### config.mk
export PLATFORM = sky130hd
export DESIGN_NAME = snapcnt_top
export DESIGN_NICKNAME = d
export VERILOG_FILES = /design/src/rtl/snapcnt_pkg.sv /design/src/rtl/snapcnt_counter.sv /design/src/rtl/snapcnt_regif.sv /design/src/rtl/snapcnt_hold.sv /design/src/rtl/snapcnt_top.sv
export SDC_FILE = /design/constraint.sdc
export NUM_CORES = 1
export LEC_CHECK = 0
export BUFFER_PORTS_ARGS = -buffer_cell sky130_fd_sc_hd__buf_2
export CORE_UTILIZATION = 55
export CTS_CLUSTER_DIAMETER = 200
export CTS_CLUSTER_SIZE = 20
export DETAILED_ROUTE_END_ITERATION = 10
export PLACE_DENSITY = 0.75
export SLEW_MARGIN = 5
export SYNTH_ARGS = -nofsm -noshare
export SYNTH_HDL_FRONTEND = slang
export SYNTH_SLANG_ARGS = --single-unit
### constraint.sdc
create_clock -name clk -period 6.4 [get_ports clk]
set_clock_uncertainty 0.15 [all_clocks]
set_input_delay 0 -clock clk [delete_from_list [all_inputs] [get_ports clk]]
set_output_delay 0 -clock clk [all_outputs]
set_load 0.01 [all_outputs]
### src/rtl/snapcnt_pkg.sv
package snapcnt_pkg;
  localparam int CTRL_OFS  = 0;
  localparam int WORD0_OFS = 4;
  localparam int WORD_STEP = 4;
  localparam int BIT_CLEAR = 0;
  localparam int BIT_LATCH = 1;

  typedef struct packed {
    logic latch;
    logic clear;
  } req_t;
endpackage

### src/rtl/snapcnt_counter.sv
module snapcnt_counter #(
  parameter int CNT_W = 64
) (
  input  logic             clk,
  input  logic             rst,
  output logic [CNT_W-1:0] count_o
);
  always_ff @(posedge clk) begin
    if (rst) count_o <= '0;
    else     count_o <= count_o + 1'b1;
  end
endmodule

### src/rtl/snapcnt_regif.sv
module snapcnt_regif
  import snapcnt_pkg::*;
#(
  parameter int ADDR_W = 4,
  parameter int DATA_W = 32,
  parameter int NWORD  = 2
) (
  input  logic                    clk,
  input  logic                    rst,
  input  logic                    wr_en,
  input  logic                    rd_en,
  input  logic [ADDR_W-1:0]       addr,
  input  logic [DATA_W-1:0]       wdata,
  input  logic [NWORD*DATA_W-1:0] hold_i,
  output req_t                    req_o,
  output logic [NWORD-1:0]        word_we_o,
  output logic [DATA_W-1:0]       rdata_o
);
  localparam logic [ADDR_W-1:0] CTRL_A = ADDR_W'(CTRL_OFS);

  logic              ctrl_hit;
  logic [NWORD-1:0]  word_hit;
  logic [DATA_W-1:0] rd_next;

  assign ctrl_hit     = wr_en && (addr == CTRL_A);
  assign req_o.clear  = ctrl_hit && wdata[BIT_CLEAR];
  assign req_o.latch  = ctrl_hit && wdata[BIT_LATCH];

  for (genvar k = 0; k < NWORD; k++) begin : g_dec
    localparam logic [ADDR_W-1:0] WA = ADDR_W'(WORD0_OFS + WORD_STEP * k);
    assign word_hit[k]  = (addr == WA);
    assign word_we_o[k] = wr_en && word_hit[k];
  end

  // Control reads as zero: request bits are never stored.
  always_comb begin
    rd_next = '0;
    for (int k = 0; k < NWORD; k++) begin
      if (word_hit[k]) rd_next = hold_i[k*DATA_W +: DATA_W];
    end
  end

  always_ff @(posedge clk) begin
    if (rst)        rdata_o <= '0;
    else if (rd_en) rdata_o <= rd_next;
  end
endmodule

### src/rtl/snapcnt_hold.sv
module snapcnt_hold
  import snapcnt_pkg::*;
#(
  parameter int DATA_W = 32,
  parameter int NWORD  = 2
) (
  input  logic                    clk,
  input  logic                    rst,
  input  logic [NWORD*DATA_W-1:0] count_i,
  input  req_t                    req_i,
  input  logic [NWORD-1:0]        word_we_i,
  input  logic [DATA_W-1:0]       wdata_i,
  output logic [NWORD*DATA_W-1:0] hold_o
);
  for (genvar k = 0; k < NWORD; k++) begin : g_word
    always_ff @(posedge clk) begin
      if (rst)               hold_o[k*DATA_W +: DATA_W] <= '0;
      else if (req_i.clear)  hold_o[k*DATA_W +: DATA_W] <= '0;
      else if (req_i.latch)  hold_o[k*DATA_W +: DATA_W] <= count_i[k*DATA_W +: DATA_W];
      else if (word_we_i[k]) hold_o[k*DATA_W +: DATA_W] <= wdata_i;
    end
  end
endmodule

### src/rtl/snapcnt_top.sv
module snapcnt_top
  import snapcnt_pkg::*;
#(
  parameter int CNT_W  = 64,
  parameter int DATA_W = 32,
  parameter int ADDR_W = 4
) (
  input  logic              clk,
  input  logic              rst,
  input  logic              bus_wr_en,
  input  logic              bus_rd_en,
  input  logic [ADDR_W-1:0] bus_addr,
  input  logic [DATA_W-1:0] bus_wdata,
  output logic [DATA_W-1:0] bus_rdata
);
  localparam int NWORD = CNT_W / DATA_W;

  logic [CNT_W-1:0] count_q;
  logic [CNT_W-1:0] hold_q;
  req_t             req;
  logic [NWORD-1:0] word_we;

  snapcnt_counter #(.CNT_W(CNT_W)) u_cnt (
    .clk(clk), .rst(rst), .count_o(count_q)
  );

  snapcnt_regif #(.ADDR_W(ADDR_W), .DATA_W(DATA_W), .NWORD(NWORD)) u_regif (
    .clk(clk), .rst(rst), .wr_en(bus_wr_en), .rd_en(bus_rd_en),
    .addr(bus_addr), .wdata(bus_wdata), .hold_i(hold_q),
    .req_o(req), .word_we_o(word_we), .rdata_o(bus_rdata)
  );

  snapcnt_hold #(.DATA_W(DATA_W), .NWORD(NWORD)) u_hold (
    .clk(clk), .rst(rst), .count_i(count_q), .req_i(req),
    .word_we_i(word_we), .wdata_i(bus_wdata), .hold_o(hold_q)
  );
endmodule

After elaboration in Yosys (flattened, before gate mapping)
Cells that the tools add are included.
{"block": "classes", "shift": 0, "eq_ne": 2, "div": 0, "reduce_logical": 9, "muxes": 6, "n_addsub": 1, "n_lt_le_gt_ge": 0, "n_bitwise": 0, "mul": 0}
{"operator": "$mux 32", "n": 6}
{"operator": "$add 64x1->64 const B", "n": 1}
{"operator": "$logic_and 1x1->1", "n": 5}
{"operator": "$eq 4x3->1 const B", "n": 1}
{"operator": "$eq 4x4->1 const B", "n": 1}
{"operator": "$logic_not 4->1", "n": 1}
{"operator": "$reduce_bool 2->1", "n": 2}
{"operator": "$reduce_or 2->1", "n": 1}
{"block": "word_totals", "memories": 0, "regBits": 160, "mem_bits_rw": 0, "romBits": 0, "latch_bits": 0}

Depth between registers and ports, before layout
Gate-level depths: netlist of the first run.
{"block": "logic_depth", "word_depth": 4, "depth_mapped": 7, "ltp_nobuf": 6}

By module
From an unflattened synthesis of the first run, not the netlist that was laid out.
{"block": "unflattened", "cells_unflattened": 780, "hier_area_um2": 7758.7}
{"mod": "snapcnt_hold", "seq_area_each_um2": 1281.2, "area_each_um2": 3512.1, "n_inst": 1, "cells_per_inst": 285}
{"mod": "snapcnt_counter", "seq_area_each_um2": 1281.2, "area_each_um2": 2930.3, "n_inst": 1, "cells_per_inst": 343}
{"mod": "snapcnt_regif", "seq_area_each_um2": 640.6, "area_each_um2": 1316.3, "n_inst": 1, "cells_per_inst": 152}

Least setup slack after synthesis of the first run
OpenSTA, ideal clock, no wires.
{"block": "synth_path", "kind": "register -> register", "startpoint": "register u_cnt.count_o[2]", "endpoint": "register u_cnt.count_o[49]", "t_arrival_ns": 2.199, "period_less_slack_ns": 2.420, "path_stages_with_launch": 8, "path_slack_ns": 3.980, "cell_sequence": "dfxtp_1 > buf_2 > nand4_1 > or4_4 > or4b_1 > buf_2 > or3_1 > a21oi_1"}
{"block": "synth_via", "elab_chain_cells": 1}
{"element": "from (decl)", "line": "snapcnt_counter.sv:6", "rtl": "output logic [CNT_W-1:0] count_o"}
{"element": "from (signal assigned)", "line": "snapcnt_counter.sv:10", "rtl": "else count_o <= count_o + 1'b1;"}
{"element": "$add 64x1->64", "line": "snapcnt_counter.sv:10"}
No other way between the ends.
A chain may end at the register's enable or synchronous reset.

Worst setup path after layout of the first run
{"block": "layout_path", "startpoint": "register u_cnt.count_o[16]", "endpoint": "register u_cnt.count_o[38]"}
The elaborated chain is that of the path after synthesis.

==> results of run 1 <==
-- sequential cells by signal, indices dropped and copies added (netlist names) --
| register | flops |
|---|---|
| u_regif.rdata_o | 32 |
| u_cnt.count_o | 64 |
| u_hold.hold_o | 64 |
-- critical path: cells and delay by family, from the launching register on --
kind | cells | cell delay [ns]
AND/OR/NAND/NOR | 4 | 2.22
AO/OA/AOI/OAI | 1 | 0.15
flip-flops | 1 | 0.44
-- placed cells by master, fill, tap and decap left out, types with 14 or more instances in the layout --
master / synthesis / routed
o21ai_0: 24 / 24
xnor2_1: 14 / 14
buf_2: 2 / 71
nand2_1: 86 / 85
dfxtp_1: 160 / 160
nor2_1: 105 / 104
xor2_1: 14 / 14
nand4_1: 24 / 24
a211oi_1: 33 / 33
a311oi_1: 32 / 32
clkbuf_16: 0 / 17
a21oi_1: 61 / 61
or3_1: 22 / 22
dlygate4sd3_1: 0 / 33
nand3_1: 61 / 61
nor3_1: 15 / 15
a22oi_1: 63 / 63
-- area by class of cell --
class	instances	share of cell area (%)
clock buffers	22	5.82
clock inverters	7	1.02
inverters	11	0.496
multi-input cells	613	42.7
flip-flops and latches	160	38.5
well taps	168	2.53
repair buffers	112	8.96
-- report_power, final --
| group | leakage [µW] | internal [µW] | switching (µW) | total (µW) |
|---|---|---|---|---|
| sequential | 0.00130 | 1020 | 10.5 | 1030 |
| combinational | 0.00124 | 46.5 | 71.4 | 118 |
| clock | 0.000287 | 605 | 378 | 983 |
| total | 0.00282 | 1670 | 460 | 2130 |
-- final timing paths --
kind,from,to,cells after the start
worst min-delay path,bus_wr_en,u_hold.hold_o[13],3
worst min register to register,u_hold.hold_o[38],u_hold.hold_o[38],2
worst max-delay path,u_cnt.count_o[16],u_cnt.count_o[38],5
worst max register to register,u_cnt.count_o[16],u_cnt.count_o[38],5
-- cell families after synthesis --
logic type                 Yosys count
and+or+nand+nor                    358
DFF                                160
xor gates and xnor gates            28
buffers and inverters               78
muxes                                3
adders and majority gates            1
AOI/OAI and AO/OA                  223
-- stage by stage --
stage | instances | hold slack, ns | area, µm² | utilization, % | setup WS (ns)
finish | 1093 | 0.0799 | 8320 | 67.9 | 3.36
global route | 1093 | 0.0999 | 8320 | 67.9 | 3.10
CTS | 1093 | 0.0485 | 8320 | 67.9 | 3.37
detailed placement | 1031 | 0.158 | 7420 | 60.5 | 3.39
global placement | 1031 | 0.145 | 7420 | 60.5 | 3.54
floorplan | 851 | 0.0342 | 7040 | - | 3.98
-- routing by layer --
| layer | GRT usage, % | share of wire (%) | routed length, µm | up-vias |
|---|---|---|---|---|
| met3 | 6.91 | 10 | 2070 | 38 |
| met5 | 0 | 0 | 0 | - |
| li1 | - | - | - | 3249 |
| met1 | 44.6 | 44 | 8850 | 3218 |
| met4 | 12.7 | 2.1 | 415 | 0 |
| met2 | 46.5 | 44 | 8840 | 381 |
==> impl_metrics.env, run 1 <==
export IMPL_slowest_stage="or4_1"
export IMPL_synthAdderAreaFrac_pct=0.178
export IMPL_dr_first_iter_drc_count=740
export IMPL_postCtsSetupRepairBufs=0
export IMPL_worst_path_max_fanout=19
export IMPL_dieArea_um2=13300
export IMPL_grt_total_usage_pct=31.5
export IMPL_finalMaxSlewViolations=0
export IMPL_synthTopCellsByArea="dfxtp_1, a22oi_1, nor2_1"
export IMPL_setup_viol=0
export IMPL_power_leakage_uw=0.00282
export IMPL_postCtsHoldBufs=33
export IMPL_postSynthCellCount=851
export IMPL_required_ns=6.59
export IMPL_initial_core_util_pct=57.4
export IMPL_seqCellArea_um2=3200
export IMPL_status="completed"
export IMPL_p_per_area_nw_per_um2=256
export IMPL_ios=72
export IMPL_synthDistinctLibCells=43
export IMPL_htree_levels=4
export IMPL_post_route_period_util_pct=47.5
export IMPL_synth_main_ff_cell="dfxtp_1"
export IMPL_finalCriticalPeriod_ns=3.04
export IMPL_synth_most_common_cell="dfxtp_1"
export IMPL_slew_headroom_pct=12.9
export IMPL_netlist_area_um2=7040
export IMPL_syn_nets=892
export IMPL_drive_above_1_share_pct=13.5
export IMPL_startpoint_type="register"
export IMPL_antenna_found_initial=0
export IMPL_hold_class="primary input to register"
export IMPL_yosys_area_share_simple_pct=24.8
export IMPL_ctsResizeCount=0
export IMPL_async_flop_share_pct=0
export IMPL_drtPass1Iterations=5
export IMPL_yosysSeqAreaShare_pct=45.5
export IMPL_finalHoldViolCount=0
export IMPL_rsz0062_at_grt="no"
export IMPL_drc=0
export IMPL_cts_clk_slew_worst_paths_ns=0.06
export IMPL_rows=40
export IMPL_fillers=994
export IMPL_vias_per_cell=6.30
export IMPL_path_cells="nand4_1, nor3_1, nand3_1, or4_1, a21oi_1"
export IMPL_syn_area_per_cell_um2=8.27
export IMPL_dr_total_vias=6886
export IMPL_yosysTopAreaCell="dfxtp_1"
export IMPL_max_stage_delay_ns=0.67
export IMPL_clock_sinks=160
export IMPL_synth_top_family_by_area="simple AND/OR/NAND/NOR gates"
export IMPL_synthXorXnorAreaFrac_pct=3.48
export IMPL_diodes=0
export IMPL_grt_pass1_wl_mm=32.2
export IMPL_multi_input_area_um2=3550
export IMPL_post_drt_wl_per_cell_um=18.5
export IMPL_place_congestion=0.965
export IMPL_hpwl_mm=13.2
export IMPL_grt_overflow_total=0
export IMPL_die_w_um=115
export IMPL_synth_edf_count=0
export IMPL_synthMuxAreaShare_pct=0.462
export IMPL_fin_nets=956
export IMPL_synth_compound_area_share_pct=21.4
export IMPL_cts_buffers=17
export IMPL_clk_latency_ns=0.42
export IMPL_area_growth_syn_to_layout_pct=18.2
export IMPL_die_h_um=115
export IMPL_ys_ff_latch=160
export IMPL_ctsLongestPathBuffers=2
export IMPL_crit_path_end_kind="register"
export IMPL_power_uw=2130
export IMPL_drv_cap=0
export IMPL_tightest_slew_ns=1.30
export IMPL_worstSetupPathType="register to register"
export IMPL_port_buffers=71
export IMPL_cts_tree="yes"
export IMPL_final_antenna_net_count=0
export IMPL_synth_top_area_share_pct=45.5
export IMPL_cts_root_buffer="clkbuf_16"
export IMPL_yosys_top_cells_count="dfxtp_1, nor2_1, nand2_1"
export IMPL_core_area_um2=12300
export IMPL_arrival_ns=3.23
export IMPL_setup_tns_ns=0
export IMPL_grt_max_degree=74
export IMPL_fmax_mhz=329
export IMPL_wirelength_mm=20.2
export IMPL_grt_pass1_vias=6289
export IMPL_yosysWarnings=0
export IMPL_r2r_slack_ns=3.36
export IMPL_irDropWorstVdd_uv=183
Note: power is estimated with default switching activity, not from simulation.
==> run 2: changes to the inputs <==
--- a/config.mk
+++ b/config.mk
@@ -5,12 +5,13 @@
 export SDC_FILE = /design/constraint.sdc
 export NUM_CORES = 1
 export LEC_CHECK = 0
+export ABC_AREA = 1
 export BUFFER_PORTS_ARGS = -buffer_cell sky130_fd_sc_hd__buf_2
-export CORE_UTILIZATION = 55
+export CORE_UTILIZATION = 54
 export CTS_CLUSTER_DIAMETER = 200
 export CTS_CLUSTER_SIZE = 20
 export DETAILED_ROUTE_END_ITERATION = 10
-export PLACE_DENSITY = 0.75
+export PLACE_DENSITY = 0.76
 export SLEW_MARGIN = 5
 export SYNTH_ARGS = -nofsm -noshare
 export SYNTH_HDL_FRONTEND = slang
==> constraint.sdc (replaced) <==
create_clock -name clk -period 2.6 [get_ports clk]
set_clock_uncertainty 0.15 [all_clocks]
set_input_delay 0 -clock clk [delete_from_list [all_inputs] [get_ports clk]]
set_output_delay 0 -clock clk [all_outputs]
set_load 0.01 [all_outputs]
==> impl_metrics.env, run 2 <==
export IMPL_syn_nets=1371
export IMPL_layout_setup_ws_ns=0.657
export IMPL_initial_core_util_pct=55.4
export IMPL_cts_tree="yes"
export IMPL_rows=45
export IMPL_ctsLongestPathBuffers=2
export IMPL_netlist_area_um2=8460
export IMPL_synthTopCellsByArea="dfxtp_1, nand2_1, nor2_1"
export IMPL_htree_levels=4
export IMPL_antenna_found_initial=0
export IMPL_grt_total_usage_pct=33.6
export IMPL_grt_max_degree=62
export IMPL_fin_nets=1452
export IMPL_ys_ff_latch=160
export IMPL_grt_overflow_total=0
export IMPL_fmax_mhz=515
export IMPL_required_ns=2.82
export IMPL_crit_path_end_kind="register"
export IMPL_die_h_um=127
export IMPL_final_common_cell="nand2_1"
export IMPL_port_buffers=71
export IMPL_post_route_period_util_pct=74.7
export IMPL_vias_per_cell=5.46
export IMPL_grt_pass1_wl_mm=41.8
export IMPL_seqCellArea_um2=3200
export IMPL_finalHoldViolCount=0
export IMPL_yosysTopAreaCell="dfxtp_1"
export IMPL_worst_path_max_fanout=5
export IMPL_core_area_um2=15300
export IMPL_dr_first_iter_drc_count=881
export IMPL_rsz0062_at_grt="no"
export IMPL_synthDistinctLibCells=32
export IMPL_diodes=0
export IMPL_synth_most_common_cell="nand2_1"
export IMPL_hold_class="primary input to register"
export IMPL_drtPass1Iterations=6
export IMPL_synth_main_ff_cell="dfxtp_1"
export IMPL_setup_tns_ns=0
export IMPL_synth_top_area_share_pct=37.9
export IMPL_slew_headroom_pct=57.8
export IMPL_postCtsHoldBufs=35
export IMPL_final_antenna_net_count=0
export IMPL_finalCriticalPeriod_ns=1.94
export IMPL_worstSetupPathType="register to register"
export IMPL_cp_common_cell="nor2_1"
export IMPL_async_flop_share_pct=0
export IMPL_yosysSeqAreaShare_pct=37.9
export IMPL_synth_edf_count=0
export IMPL_postSynthCellCount=1330
export IMPL_grt_pass1_vias=8094
export IMPL_ff2ff_path_depth=7
export IMPL_wirelength_mm=26.2
export IMPL_multi_input_area_um2=4320
export IMPL_die_w_um=127
export IMPL_holdPathStages=5
export IMPL_hpwl_mm=18.6
export IMPL_path_cells="nand2_1, nor2_1, nand2_1, nor2_1, nand3_1, and2_1, nor2_1"
export IMPL_cts_root_buffer="clkbuf_16"
export IMPL_p_per_area_nw_per_um2=555
export IMPL_dr_total_vias=8924
export IMPL_place_congestion=0.984
export IMPL_setup_viol=0
export IMPL_final_area_um2=9930
export IMPL_ios=72
export IMPL_post_drt_wl_per_cell_um=16.1
export IMPL_finalMaxSlewViolations=0
export IMPL_dp_slack_ns=0.702
export IMPL_clk_latency_ns=0.44
export IMPL_yosys_top_cells_count="nand2_1, nor2_1, inv_1"
export IMPL_tightest_slew_ns=0.633
export IMPL_startpoint_type="register"
export IMPL_place_area_um2=8960
export IMPL_drv_cap=0
export IMPL_status="completed"
export IMPL_cts_clk_slew_worst_paths_ns=0.07
export IMPL_ctsResizeCount=0
export IMPL_syn_area_per_cell_um2=6.36
export IMPL_yosysWarnings=0
export IMPL_mostFrequentLayoutCells="nand2_1, nor2_1, inv_1"
export IMPL_power_uw=5510
export IMPL_drive_above_1_share_pct=11.4
export IMPL_irDropWorstVdd_uv=469
export IMPL_power_leakage_uw=0.00435
export IMPL_postCtsSetupRepairBufs=0
export IMPL_dieArea_um2=16200
export IMPL_arrival_ns=2.17
export IMPL_clock_sinks=160
export IMPL_drc=0
export IMPL_top_regs="u_cnt.count_o (64), u_hold.hold_o (64), u_regif.rdata_o (32)"
export IMPL_fillers=1409
export IMPL_slowest_stage="dfxtp_1"
export IMPL_max_stage_delay_ns=0.49
export IMPL_area_growth_syn_to_layout_pct=17.4
export IMPL_cts_buffers=17
run 2: cell count changes after synthesis, moves of 30 or more:
cell / change
inv_1: +159
a211oi_1: -33
nor2_1: +97
o21ai_0: +36
a22oi_1: -63
clkbuf_1: -30
nand2_1: +293
nand3_1: +48
a311oi_1: -32
run 2: final timing paths:
| kind | from | end | slack, ns |
|---|---|---|---|
| max | u_cnt.count_o[30] | u_cnt.count_o[49] | 0.66 |
| min | bus_addr[1] | u_hold.hold_o[1] | 0.02 |
| max reg2reg | u_cnt.count_o[30] | u_cnt.count_o[49] | 0.66 |
| min reg2reg | u_cnt.count_o[0] | u_cnt.count_o[0] | 0.32 |
run 2: layout make-up:
cell class	count	area share, %
well taps	211	2.66
clock inverters	14	1.74
multi-input cells	934	43.5
clock buffers	18	4.42
repair buffers	124	8.85
inverters	174	6.58
flip-flops and latches	160	32.3
run 2: cell families after synthesis:
logic type | Yosys count | share of synthesized area (%)
xor gates and xnor gates | 10 | 1.04
and+or+nand+nor | 766 | 38.6
AOI/OAI and AO/OA | 157 | 11.2
adders and majority gates | 1 | 0.148
DFF | 160 | 37.9
buffers and inverters | 236 | 11.2
run 2: worst max-delay path: cells and delay by family, from the launching register on:
family	cells	cell delay, ns
simple gates	7	1.23
flops	1	0.49
run 2: layer usage:
layer | track usage, % | part of all wire [%] | vias to the layer above
met5 | 0 | 0 | -
met2 | 53.8 | 45 | 380
met4 | 11.0 | 2.2 | 0
li1 | - | - | 4405
met3 | 5.82 | 8.5 | 50
met1 | 45.9 | 44 | 4089
run 2: through the flow:
step           util (%)  hold slack (ns)  instances
2_1_floorplan         -          0.00461       1330
3_3_place_gp       58.8            0.152       1568
3_5_place_dp       58.8            0.157       1568
4_1_cts            65.1          0.00561       1635
5_1_grt            65.1           0.0203       1635
6_report           65.1           0.0241       1635
run 2: power by group:
group | leakage (µW) | switching, µW | internal, µW
registers | 0.00130 | 27.6 | 2500
clock network | 0.000300 | 1110 | 1470
logic | 0.00275 | 239 | 159
total | 0.00435 | 1380 | 4130
